**config.mk**
```make
export PLATFORM = sky130hd
export DESIGN_NAME = mdio_target
export DESIGN_NICKNAME = d
export VERILOG_FILES = /design/src/rtl/mdio_target_pkg.sv /design/src/rtl/mdio_edge_sync.sv /design/src/rtl/mdio_regbank.sv /design/src/rtl/mdio_frame_fsm.sv /design/src/rtl/mdio_target.sv
export SDC_FILE = /design/constraint.sdc
export NUM_CORES = 1
export LEC_CHECK = 0
export ABC_AREA = 1
export BUFFER_PORTS_ARGS = -buffer_cell sky130_fd_sc_hd__buf_2
export CAP_MARGIN = 5
export CORE_MARGIN = 2
export CORE_UTILIZATION = 43
export DETAILED_ROUTE_END_ITERATION = 12
export PLACE_DENSITY = 0.69
export SYNTH_ARGS = -nofsm -noshare
export SYNTH_HDL_FRONTEND = slang
export SYNTH_SLANG_ARGS = --single-unit
export TNS_END_PERCENT = 1
```
**constraint.sdc**
```tcl
create_clock -name clk -period 2.4 [get_ports clk]
set_input_delay 0.24 -clock clk [delete_from_list [all_inputs] [get_ports clk]]
set_output_delay 0.24 -clock clk [all_outputs]
set_load 0.1 [all_outputs]
```
**src/rtl/mdio_target_pkg.sv**
```systemverilog
package mdio_target_pkg;
    // Protocol constants fixed by the bus frame format
    localparam int PRE_BITS = 32;
    localparam int FIELD_W  = 5;
    localparam int WORD_W   = 16;
    localparam int CNT_W    = 6;

    typedef enum logic [2:0] {
        S_HUNT,
        S_START2,
        S_OPCODE,
        S_PORT,
        S_REG,
        S_TURN,
        S_DATA
    } frame_st_e;
endpackage

```
**src/rtl/mdio_edge_sync.sv**
```systemverilog
module mdio_edge_sync #(
    parameter int STAGES = 2
) (
    input  logic clk,
    input  logic rst_n,
    input  logic mdc_i,
    input  logic mdio_i,
    output logic rise_o,
    output logic bit_o
);
    typedef struct packed {
        logic [STAGES-1:0] clk_sh;
        logic [STAGES-1:0] dat_sh;
        logic              last;
    } sync_t;

    sync_t s_d, s_q;

    always_comb begin
        s_d        = s_q;
        s_d.clk_sh = {s_q.clk_sh[STAGES-2:0], mdc_i};
        s_d.dat_sh = {s_q.dat_sh[STAGES-2:0], mdio_i};
        s_d.last   = s_q.clk_sh[STAGES-1];
    end

    always_ff @(posedge clk) begin
        if (!rst_n) s_q <= '0;
        else        s_q <= s_d;
    end

    assign rise_o = s_q.clk_sh[STAGES-1] & ~s_q.last;
    assign bit_o  = s_q.dat_sh[STAGES-1];


    rise_single_chk: assert property (@(posedge clk) disable iff (!rst_n)
        rise_o |=> !rise_o);
endmodule

```
**src/rtl/mdio_regbank.sv**
```systemverilog
module mdio_regbank #(
    parameter int NUM_DEV      = 2,
    parameter int REGS_PER_DEV = 8,
    localparam int DEV_W  = $clog2(NUM_DEV),
    localparam int IDX_W  = $clog2(REGS_PER_DEV),
    localparam int ADDR_W = DEV_W + IDX_W
) (
    input  logic              clk,
    input  logic              rst_n,
    input  logic [ADDR_W-1:0] rd_addr_i,
    output logic [15:0]       rd_data_o,
    input  logic              wr_en_i,
    input  logic [ADDR_W-1:0] wr_addr_i,
    input  logic [15:0]       wr_data_i,
    input  logic [DEV_W-1:0]  ptr_dev_i,
    input  logic              ptr_load_i,
    input  logic [15:0]       ptr_val_i,
    input  logic              ptr_inc_i,
    output logic [IDX_W-1:0]  ptr_o
);
    // NUM_DEV and REGS_PER_DEV are powers of two, so every address is in range
    localparam int DEPTH = NUM_DEV * REGS_PER_DEV;

    typedef struct packed {
        logic [DEPTH-1:0][15:0]   mem;
        logic [NUM_DEV-1:0][15:0] ptr;
    } bank_t;

    bank_t b_d, b_q;

    always_comb begin
        b_d = b_q;
        if (wr_en_i) b_d.mem[wr_addr_i] = wr_data_i;
        if (ptr_load_i)     b_d.ptr[ptr_dev_i] = ptr_val_i;
        else if (ptr_inc_i) b_d.ptr[ptr_dev_i] = b_q.ptr[ptr_dev_i] + 16'd1;
    end

    always_ff @(posedge clk) begin
        if (!rst_n) b_q <= '0;
        else        b_q <= b_d;
    end

    assign rd_data_o = b_q.mem[rd_addr_i];
    assign ptr_o     = b_q.ptr[ptr_dev_i][IDX_W-1:0];


    ptr_step_chk: assert property (@(posedge clk) disable iff (!rst_n)
        (ptr_inc_i && !ptr_load_i) |=> b_q.ptr[ptr_dev_i] == $past(b_q.ptr[ptr_dev_i]) + 16'd1);
endmodule

```
**src/rtl/mdio_frame_fsm.sv**
```systemverilog
module mdio_frame_fsm
    import mdio_target_pkg::*;
#(
    parameter int NUM_DEV      = 2,
    parameter int REGS_PER_DEV = 8,
    localparam int DEV_W  = $clog2(NUM_DEV),
    localparam int IDX_W  = $clog2(REGS_PER_DEV),
    localparam int ADDR_W = DEV_W + IDX_W
) (
    input  logic               clk,
    input  logic               rst_n,
    input  logic               rise_i,
    input  logic               bit_i,
    input  logic [FIELD_W-1:0] port_addr_i,
    output logic [ADDR_W-1:0]  rd_addr_o,
    input  logic [WORD_W-1:0]  rd_data_i,
    output logic               wr_en_o,
    output logic [ADDR_W-1:0]  wr_addr_o,
    output logic [WORD_W-1:0]  wr_data_o,
    output logic [DEV_W-1:0]   ptr_dev_o,
    output logic               ptr_load_o,
    output logic [WORD_W-1:0]  ptr_val_o,
    output logic               ptr_inc_o,
    input  logic [IDX_W-1:0]   ptr_i,
    output logic               mdio_o,
    output logic               mdio_oe_o
);
    localparam logic [CNT_W-1:0] PRE_FULL   = CNT_W'(PRE_BITS);
    localparam logic [CNT_W-1:0] LAST_FIELD = CNT_W'(FIELD_W - 1);
    localparam logic [CNT_W-1:0] LAST_DATA  = CNT_W'(WORD_W - 1);
    localparam logic [CNT_W-1:0] ONE        = CNT_W'(1);

    typedef struct packed {
        frame_st_e          st;
        logic [CNT_W-1:0]   cnt;
        logic [CNT_W-1:0]   pre;
        logic               ext;
        logic [1:0]         op;
        logic [FIELD_W-1:0] port;
        logic [FIELD_W-1:0] regad;
        logic [WORD_W-1:0]  sh;
        logic               oe;
        logic               out;
    } fsm_t;

    fsm_t f_d, f_q;
    logic hit, is_read, commit;

    always_comb begin
        hit        = (f_q.port == port_addr_i);
        is_read    = f_q.op[1];
        ptr_dev_o  = f_q.regad[DEV_W-1:0];
        rd_addr_o  = f_q.ext ? {f_q.regad[DEV_W-1:0], ptr_i}
                             : {{DEV_W{1'b0}}, f_q.regad[IDX_W-1:0]};
        wr_addr_o  = rd_addr_o;
        wr_data_o  = WORD_W'({f_q.sh, bit_i});
        ptr_val_o  = wr_data_o;
        commit     = rise_i && (f_q.st == S_DATA) && (f_q.cnt == LAST_DATA) && !is_read && hit;
        wr_en_o    = commit && (!f_q.ext || f_q.op[0]);
        ptr_load_o = commit && f_q.ext && !f_q.op[0];
        ptr_inc_o  = rise_i && (f_q.st == S_TURN) && (f_q.cnt == '0) && is_read
                     && f_q.ext && !f_q.op[0] && hit;
    end

    always_comb begin
        f_d = f_q;
        if (rise_i) begin
            f_d.oe  = 1'b0;
            f_d.out = 1'b0;
            unique case (f_q.st)
                S_HUNT: begin
                    if (bit_i) begin
                        if (f_q.pre != PRE_FULL) f_d.pre = f_q.pre + 1'b1;
                    end else if (f_q.pre == PRE_FULL) begin
                        f_d.st = S_START2;
                    end else begin
                        f_d.pre = '0;
                    end
                end
                S_START2: begin
                    f_d.ext = !bit_i;
                    f_d.pre = '0;
                    f_d.cnt = '0;
                    f_d.st  = S_OPCODE;
                end
                S_OPCODE: begin
                    f_d.op  = 2'({f_q.op, bit_i});
                    f_d.cnt = f_q.cnt + 1'b1;
                    if (f_q.cnt == ONE) begin
                        f_d.cnt = '0;
                        f_d.st  = S_PORT;
                    end
                end
                S_PORT: begin
                    f_d.port = FIELD_W'({f_q.port, bit_i});
                    f_d.cnt  = f_q.cnt + 1'b1;
                    if (f_q.cnt == LAST_FIELD) begin
                        f_d.cnt = '0;
                        f_d.st  = S_REG;
                    end
                end
                S_REG: begin
                    f_d.regad = FIELD_W'({f_q.regad, bit_i});
                    f_d.cnt   = f_q.cnt + 1'b1;
                    if (f_q.cnt == LAST_FIELD) begin
                        f_d.cnt = '0;
                        f_d.st  = S_TURN;
                    end
                end
                S_TURN: begin
                    if (is_read) begin
                        if (f_q.cnt == '0) begin
                            f_d.sh  = rd_data_i;
                            f_d.cnt = ONE;
                        end else begin
                            f_d.oe  = hit;
                            f_d.cnt = '0;
                            f_d.st  = S_DATA;
                        end
                    end else if (bit_i != (f_q.cnt == '0)) begin
                        f_d.cnt = '0;
                        f_d.st  = S_HUNT;
                    end else if (f_q.cnt == '0) begin
                        f_d.cnt = ONE;
                    end else begin
                        f_d.cnt = '0;
                        f_d.st  = S_DATA;
                    end
                end
                S_DATA: begin
                    f_d.cnt = f_q.cnt + 1'b1;
                    if (is_read) begin
                        f_d.oe  = hit;
                        f_d.out = f_q.sh[WORD_W-1];
                        f_d.sh  = WORD_W'({f_q.sh, 1'b0});
                    end else begin
                        f_d.sh  = wr_data_o;
                    end
                    if (f_q.cnt == LAST_DATA) begin
                        f_d.cnt = '0;
                        f_d.st  = S_HUNT;
                    end
                end
                default: f_d.st = S_HUNT;
            endcase
        end
    end

    always_ff @(posedge clk) begin
        if (!rst_n) f_q <= '0;
        else        f_q <= f_d;
    end

    assign mdio_o    = f_q.out;
    assign mdio_oe_o = f_q.oe;


    oe_on_rise_chk: assert property (@(posedge clk) disable iff (!rst_n)
        (mdio_oe_o != $past(mdio_oe_o)) |-> $past(rise_i));

    out_on_rise_chk: assert property (@(posedge clk) disable iff (!rst_n)
        (mdio_o != $past(mdio_o)) |-> $past(rise_i));

    turn_zero_chk: assert property (@(posedge clk) disable iff (!rst_n)
        $rose(mdio_oe_o) |-> !mdio_o);

    drive_match_chk: assert property (@(posedge clk) disable iff (!rst_n)
        mdio_oe_o |-> (f_q.port == port_addr_i) && f_q.op[1]);

    preamble_full_chk: assert property (@(posedge clk) disable iff (!rst_n)
        (f_q.st == S_START2) |-> (f_q.pre == PRE_FULL));
endmodule

```
**src/rtl/mdio_target.sv**
```systemverilog
module mdio_target #(
    parameter int NUM_DEV      = 2,
    parameter int REGS_PER_DEV = 8,
    parameter int SYNC_STAGES  = 2
) (
    input  logic       clk,
    input  logic       rst_n,
    input  logic       mdc_i,
    input  logic       mdio_i,
    output logic       mdio_o,
    output logic       mdio_oe_o,
    input  logic [4:0] port_addr_i
);
    localparam int DEV_W  = $clog2(NUM_DEV);
    localparam int IDX_W  = $clog2(REGS_PER_DEV);
    localparam int ADDR_W = DEV_W + IDX_W;

    logic              rise_w, bit_w;
    logic [ADDR_W-1:0] rd_addr_w, wr_addr_w;
    logic [15:0]       rd_data_w, wr_data_w, ptr_val_w;
    logic              wr_en_w, ptr_load_w, ptr_inc_w;
    logic [DEV_W-1:0]  ptr_dev_w;
    logic [IDX_W-1:0]  ptr_w;

    mdio_edge_sync #(.STAGES(SYNC_STAGES)) sync_i (
        .clk    (clk),
        .rst_n  (rst_n),
        .mdc_i  (mdc_i),
        .mdio_i (mdio_i),
        .rise_o (rise_w),
        .bit_o  (bit_w)
    );

    mdio_frame_fsm #(.NUM_DEV(NUM_DEV), .REGS_PER_DEV(REGS_PER_DEV)) fsm_i (
        .clk         (clk),
        .rst_n       (rst_n),
        .rise_i      (rise_w),
        .bit_i       (bit_w),
        .port_addr_i (port_addr_i),
        .rd_addr_o   (rd_addr_w),
        .rd_data_i   (rd_data_w),
        .wr_en_o     (wr_en_w),
        .wr_addr_o   (wr_addr_w),
        .wr_data_o   (wr_data_w),
        .ptr_dev_o   (ptr_dev_w),
        .ptr_load_o  (ptr_load_w),
        .ptr_val_o   (ptr_val_w),
        .ptr_inc_o   (ptr_inc_w),
        .ptr_i       (ptr_w),
        .mdio_o      (mdio_o),
        .mdio_oe_o   (mdio_oe_o)
    );

    mdio_regbank #(.NUM_DEV(NUM_DEV), .REGS_PER_DEV(REGS_PER_DEV)) bank_i (
        .clk        (clk),
        .rst_n      (rst_n),
        .rd_addr_i  (rd_addr_w),
        .rd_data_o  (rd_data_w),
        .wr_en_i    (wr_en_w),
        .wr_addr_i  (wr_addr_w),
        .wr_data_i  (wr_data_w),
        .ptr_dev_i  (ptr_dev_w),
        .ptr_load_i (ptr_load_w),
        .ptr_val_i  (ptr_val_w),
        .ptr_inc_i  (ptr_inc_w),
        .ptr_o      (ptr_w)
    );
endmodule

```
-- Word-level counts from Yosys, hierarchy flattened
Cells that the tools add are included.
- register bits after elaboration: 337
- input bits: 9
- output and inout bits: 2
- logic and storage cells: 134
- $add $sub $neg: 3
- magnitude comparators: 4
- equality and inequality tests: 23
- muxes and demuxes: 37
- bitwise gates (word level): 2
- reduce and logical (&&, ||, !) cells: 34
- operators by type and width (operator ; count):
    $bwmux 256 ; 1
    $mux 16 ; 6
    $bmux 16 s4 ; 1
    $bwmux 32 ; 2
    $demux 16 s4 ; 1
    $mux 32 ; 2
    $mux 9 ; 6
    $pmux 6 s6 ; 1
    $pmux 17 s2 ; 1
    $pmux 3 s7 ; 1
    $mux 6 ; 3
    $mux 17 ; 1
    $add 16x1->16 const B ; 1
    $demux 16 s1 ; 1
    $logic_and 1x1->1 ; 15
    $add 6x1->6 const B ; 2
    $pmux 6 s2 ; 1
    $ne 2x1->1 const B ; 5
    $reduce_and 2->1 ; 5
    $eq 3x3->1 const B ; 3
    $mux 3 ; 3
    $reduce_and 4->1 ; 2
    $reduce_and 7->1 ; 1
    $eq 3x2->1 const B ; 2
    other kinds (26) ; 36

-- Longest topological paths before layout
- word-level depth: 10
- depth in mapped cells: 15
- depth with buffers taken out: 13

-- Hierarchy
A second synthesis with hierarchy kept.
- cell total of the unflattened synthesis: 2181
- area total of the unflattened synthesis: 14821.7 um2
- by module, submodules not included (module ; times used ; cells an instance ; area each (um2) ; sequential area each (um2)):
    mdio_regbank ; 1 ; 1762 ; 11856.4 ; 5245.0
    mdio_frame_fsm ; 1 ; 402 ; 2820.2 ; 880.8
    mdio_edge_sync ; 1 ; 17 ; 145.1 ; 100.1

-- Least setup slack after synthesis
No wires, ideal clock.
- path type: register to register
- start point: reg fsm_i.f_q[37] (netlist bit)
- end point: reg bank_i.b_q[217] (netlist bit)
- setup time: 0.136 ns
- arrival time: 1.700 ns
- required time: 2.264 ns
- path slack: 0.563 ns
- cell stages (with the launch flop): 13
- buffers on the path: 2
- period minus slack after synthesis: 1.837 ns
- cells stage by stage: dfxtp_1 ha_1 nand2_1 nor2_2 nand4_1 nor2_1 nand2_1 clkinv_4 buf_12 nand2_4 buf_2 nand2_1 a21oi_2
- longest elaborated chain between the ends: 5
- ends and longest elaborated chain (what ; RTL line ; source):
    start, declared ; mdio_frame_fsm.sv:46 ; fsm_t f_d, f_q;
    start signal, assigned ; mdio_frame_fsm.sv:150 ; if (!rst_n) f_q <= '0;
    start signal, assigned ; mdio_frame_fsm.sv:151 ; else f_q <= f_d;
    $eq 6x4->1 ; mdio_frame_fsm.sv:58 ; commit = rise_i && (f_q.st == S_DATA) && (f_q.cnt == LAST_DATA) && !is_read && hit;
    $logic_and 1x1->1 (3 in series) ; mdio_frame_fsm.sv:58 ;
    $logic_and 1x1->1 ; mdio_frame_fsm.sv:59 ; wr_en_o = commit && (!f_q.ext || f_q.op[0]);
    end signal, assigned ; mdio_regbank.sv:39 ; if (!rst_n) b_q <= '0;
    end signal, assigned ; mdio_regbank.sv:40 ; else b_q <= b_d;
    end, declared ; mdio_regbank.sv:29 ; bank_t b_d, b_q;
Every way passes these cells.
A chain may end at the register's enable or synchronous reset.

-- Worst setup path after layout
- start point: reg fsm_i.f_q[38] (netlist bit)
- end point: reg bank_i.b_q[97] (netlist bit)
The elaborated chain is that of the path after synthesis.

==> results.json <==
{
  "synth_ff_type": "dfxtp_1",
  "synth_warnings": 0,
  "grt_overflow": 0,
  "utilization": 0.477,
  "finalHoldViolCount": 0,
  "dieHeight_um": 196,
  "drc": 0,
  "whs_ps": 232,
  "slew_headroom": 0.442,
  "area_growth_syn_to_layout_pct": 9.66,
  "fp.coreArea_sq_um": 36500,
  "synth_area_sq_um": 15900,
  "yosys.area_share.simple": 0.356,
  "cp.required_ps": 2860,
  "arrival_ps": 2610,
  "synth_mux_area_frac": 0,
  "final_common_cell": "nand2_1",
  "fin_crit_ps": 2150,
  "clock-sinks": 311,
  "via_per_inst": 5.14,
  "routedWlPerCell_um": 15.6,
  "grt_pass1_wl_mm": 73.6,
  "gp_congestion": 0.895,
  "cts-root-buf": "clkbuf_16",
  "syn_nets": 2525,
  "p_per_area_nw_per_um2": 615,
  "cts_resized": 0,
  "fp-row-count": 70,
  "regToRegSetupSlack_ps": 250,
  "place_inst": 2891,
  "die_w_um": 196,
  "drv_slew": 0,
  "grt_max_degree": 91,
  "synth_edf_count": 0,
  "hold_path_class": "input port to register",
  "start_kind": "register",
  "grt_pass1_vias": 13800,
  "first_iter_violations": 1522,
  "drive_gt1_frac": 0.0836,
  "endpoint_kind": "register",
  "max_cap_viol_count": 0,
  "htree_levels": 2,
  "syn_inst": 2509,
  "n_antenna_cell": 0,
  "cts_made_buffers": 36,
  "io_pins": 11,
  "grt_usage": 0.238,
  "place_hpwl_mm": 29.7,
  "ant_nets": 0,
  "yosysSeqAreaShare": 0.392,
  "vdd_drop_max_mv": 0.392,
  "place_worst_setup_slack_ps": 261,
  "crit_path_max_fanout": 17,
  "tightestPinTransition_ps": 835,
  "critPathKind": "register to register",
  "synth_compound_area_frac": 0.123,
  "synthXorXnorAreaFrac": 0.00386,
  "setup_viol": 0,
  "clk_latency_ps": 540,
  "placedInstanceArea_sq_um": 16300,
  "synth_fa_ha_area_frac": 0.00551,
  "firstDrtPassIters": 6,
  "status": "finished clean",
  "finalWorstSetupSlack_ps": 248,
  "clockBufferDepth": 3,
  "post-cts-setup-buffers": 0,
  "vias": 15200,
  "start_util": 0.435,
  "ys_types": 44,
  "p_leak_nw": 6.97,
  "cts_hold_buf": 2,
  "nets": 2479,
  "clkTransAtPathRegs_ps": 60,
  "tns_ps": 0,
  "async_flop_share": 0,
  "avgSynthCellArea_sq_um": 6.33,
  "most-common-layout-cells": "nand2_1, dfxtp_1, a21oi_1",
  "synth_top_family_by_area": "simple AND/OR/NAND/NOR gates",
  "finalInstanceArea_sq_um": 17400,
  "grt_antenna_before_repair": 0,
  "die_area_sq_um": 38500,
  "cts_tree": "done",
  "port_buffers": 10,
  "fin_crit_sh": 0.897,
  "rsz0062_at_grt": "no",
  "stdcell_count": 2956,
  "drt-total-wl_mm": 46.1,
  "fillers": 3646,
  "final.setup_skew_ps": 17.2,
  "ys_seq_elements": 311,
  "max_freq_ghz": 0.465,
  "p_total_mw": 10.7
}
[critical path, stage by stage (launching register included)]
cell	delay, ps
dfxtp_1	390
ha_1	190
nand2_1	80
nor2_2	160
nand4_1	120
nor2_1	110
nand2_1	100
clkinv_4	260
nand2_4	220
inv_4	220
nand2_1	80
a21oi_1	150
[synth_stat cells, types with 3 or more instances]
cell      count  area, sq um
a21oi_1     292         1460
inv_2        12         45.0
buf_2        63          315
o21ai_0      59          295
nand3_2       3         30.0
a21oi_2      10         87.6
nand4_1       7         43.8
inv_4        10         62.6
xnor2_1       3         26.3
nand3_1      70          350
nor3_1        9         45.0
nand3b_1     40          300
o21ai_2       3         26.3
clkbuf_1     67          251
dfxtp_1     311         6230
nor2_1       84          315
nand2_4      10          113
nor2_4        3         33.8
xor2_1        4         35.0
buf_6        13          146
ha_1          7         87.6
buf_1         5         18.8
buf_4        10         75.1
nand2_1    1117         4190
nor2_2        4         25.0
nand2_2      22          138
inv_1       247          927
[cell families after synthesis]
family | count (synthesis)
AO/OA/AOI/OAI | 375
XOR/XNOR | 7
adder cells (fa/ha/maj) | 7
buffers and inverters | 432
flip-flops | 311
AND/OR/NAND/NOR | 1377
[worst paths after layout]
path                           to  cells after the start           start
setup / recovery   bank_i.b_q[97]                     11   fsm_i.f_q[38]
hold reg to reg     sync_i.s_d[0]                      2   sync_i.s_d[4]
hold / removal    fsm_i.mdio_oe_o                      6  port_addr_i[4]
setup reg to reg   bank_i.b_q[97]                     11   fsm_i.f_q[38]
[flip-flops by register name (all words and copies together), names as in the netlist]
name and cells:
bank_i.b_q 262, fsm_i.f_q 26, fsm_i.mdio_o 1, fsm_i.mdio_oe_o 1, fsm_i.ptr_dev_o 1, fsm_i.ptr_val_o 15
sync_i.bit_o 1, sync_i.s_d 3, sync_i.s_q 1
[power by group]
group	internal (mW)	total [mW]	switching (mW)	leakage (nW)
logic	0.0339	0.151	0.117	3.90
clock network	3.22	5.39	2.16	0.563
registers	5.17	5.17	0.00377	2.50
[cell type report]
type | count | area (sq um) | share of cell area
timing repair buffer | 76 | 626 | 0.0359
clock buffer | 59 | 1100 | 0.0631
sequential | 311 | 6230 | 0.357
clock inverter | 4 | 52.6 | 0.00302
multi-input combinational | 1766 | 7770 | 0.446
inverter | 272 | 1060 | 0.0610
tap | 468 | 586 | 0.0336
[layer usage]
layer  up-vias  share of wire  track usage
met5         -              0            0
met4         0          0.041        0.101
met2       535           0.44        0.372
met1      6933           0.44        0.330
met3       119          0.075       0.0339
li1       7607              -            -
No activity file was read; power rests on OpenSTA's default activity.
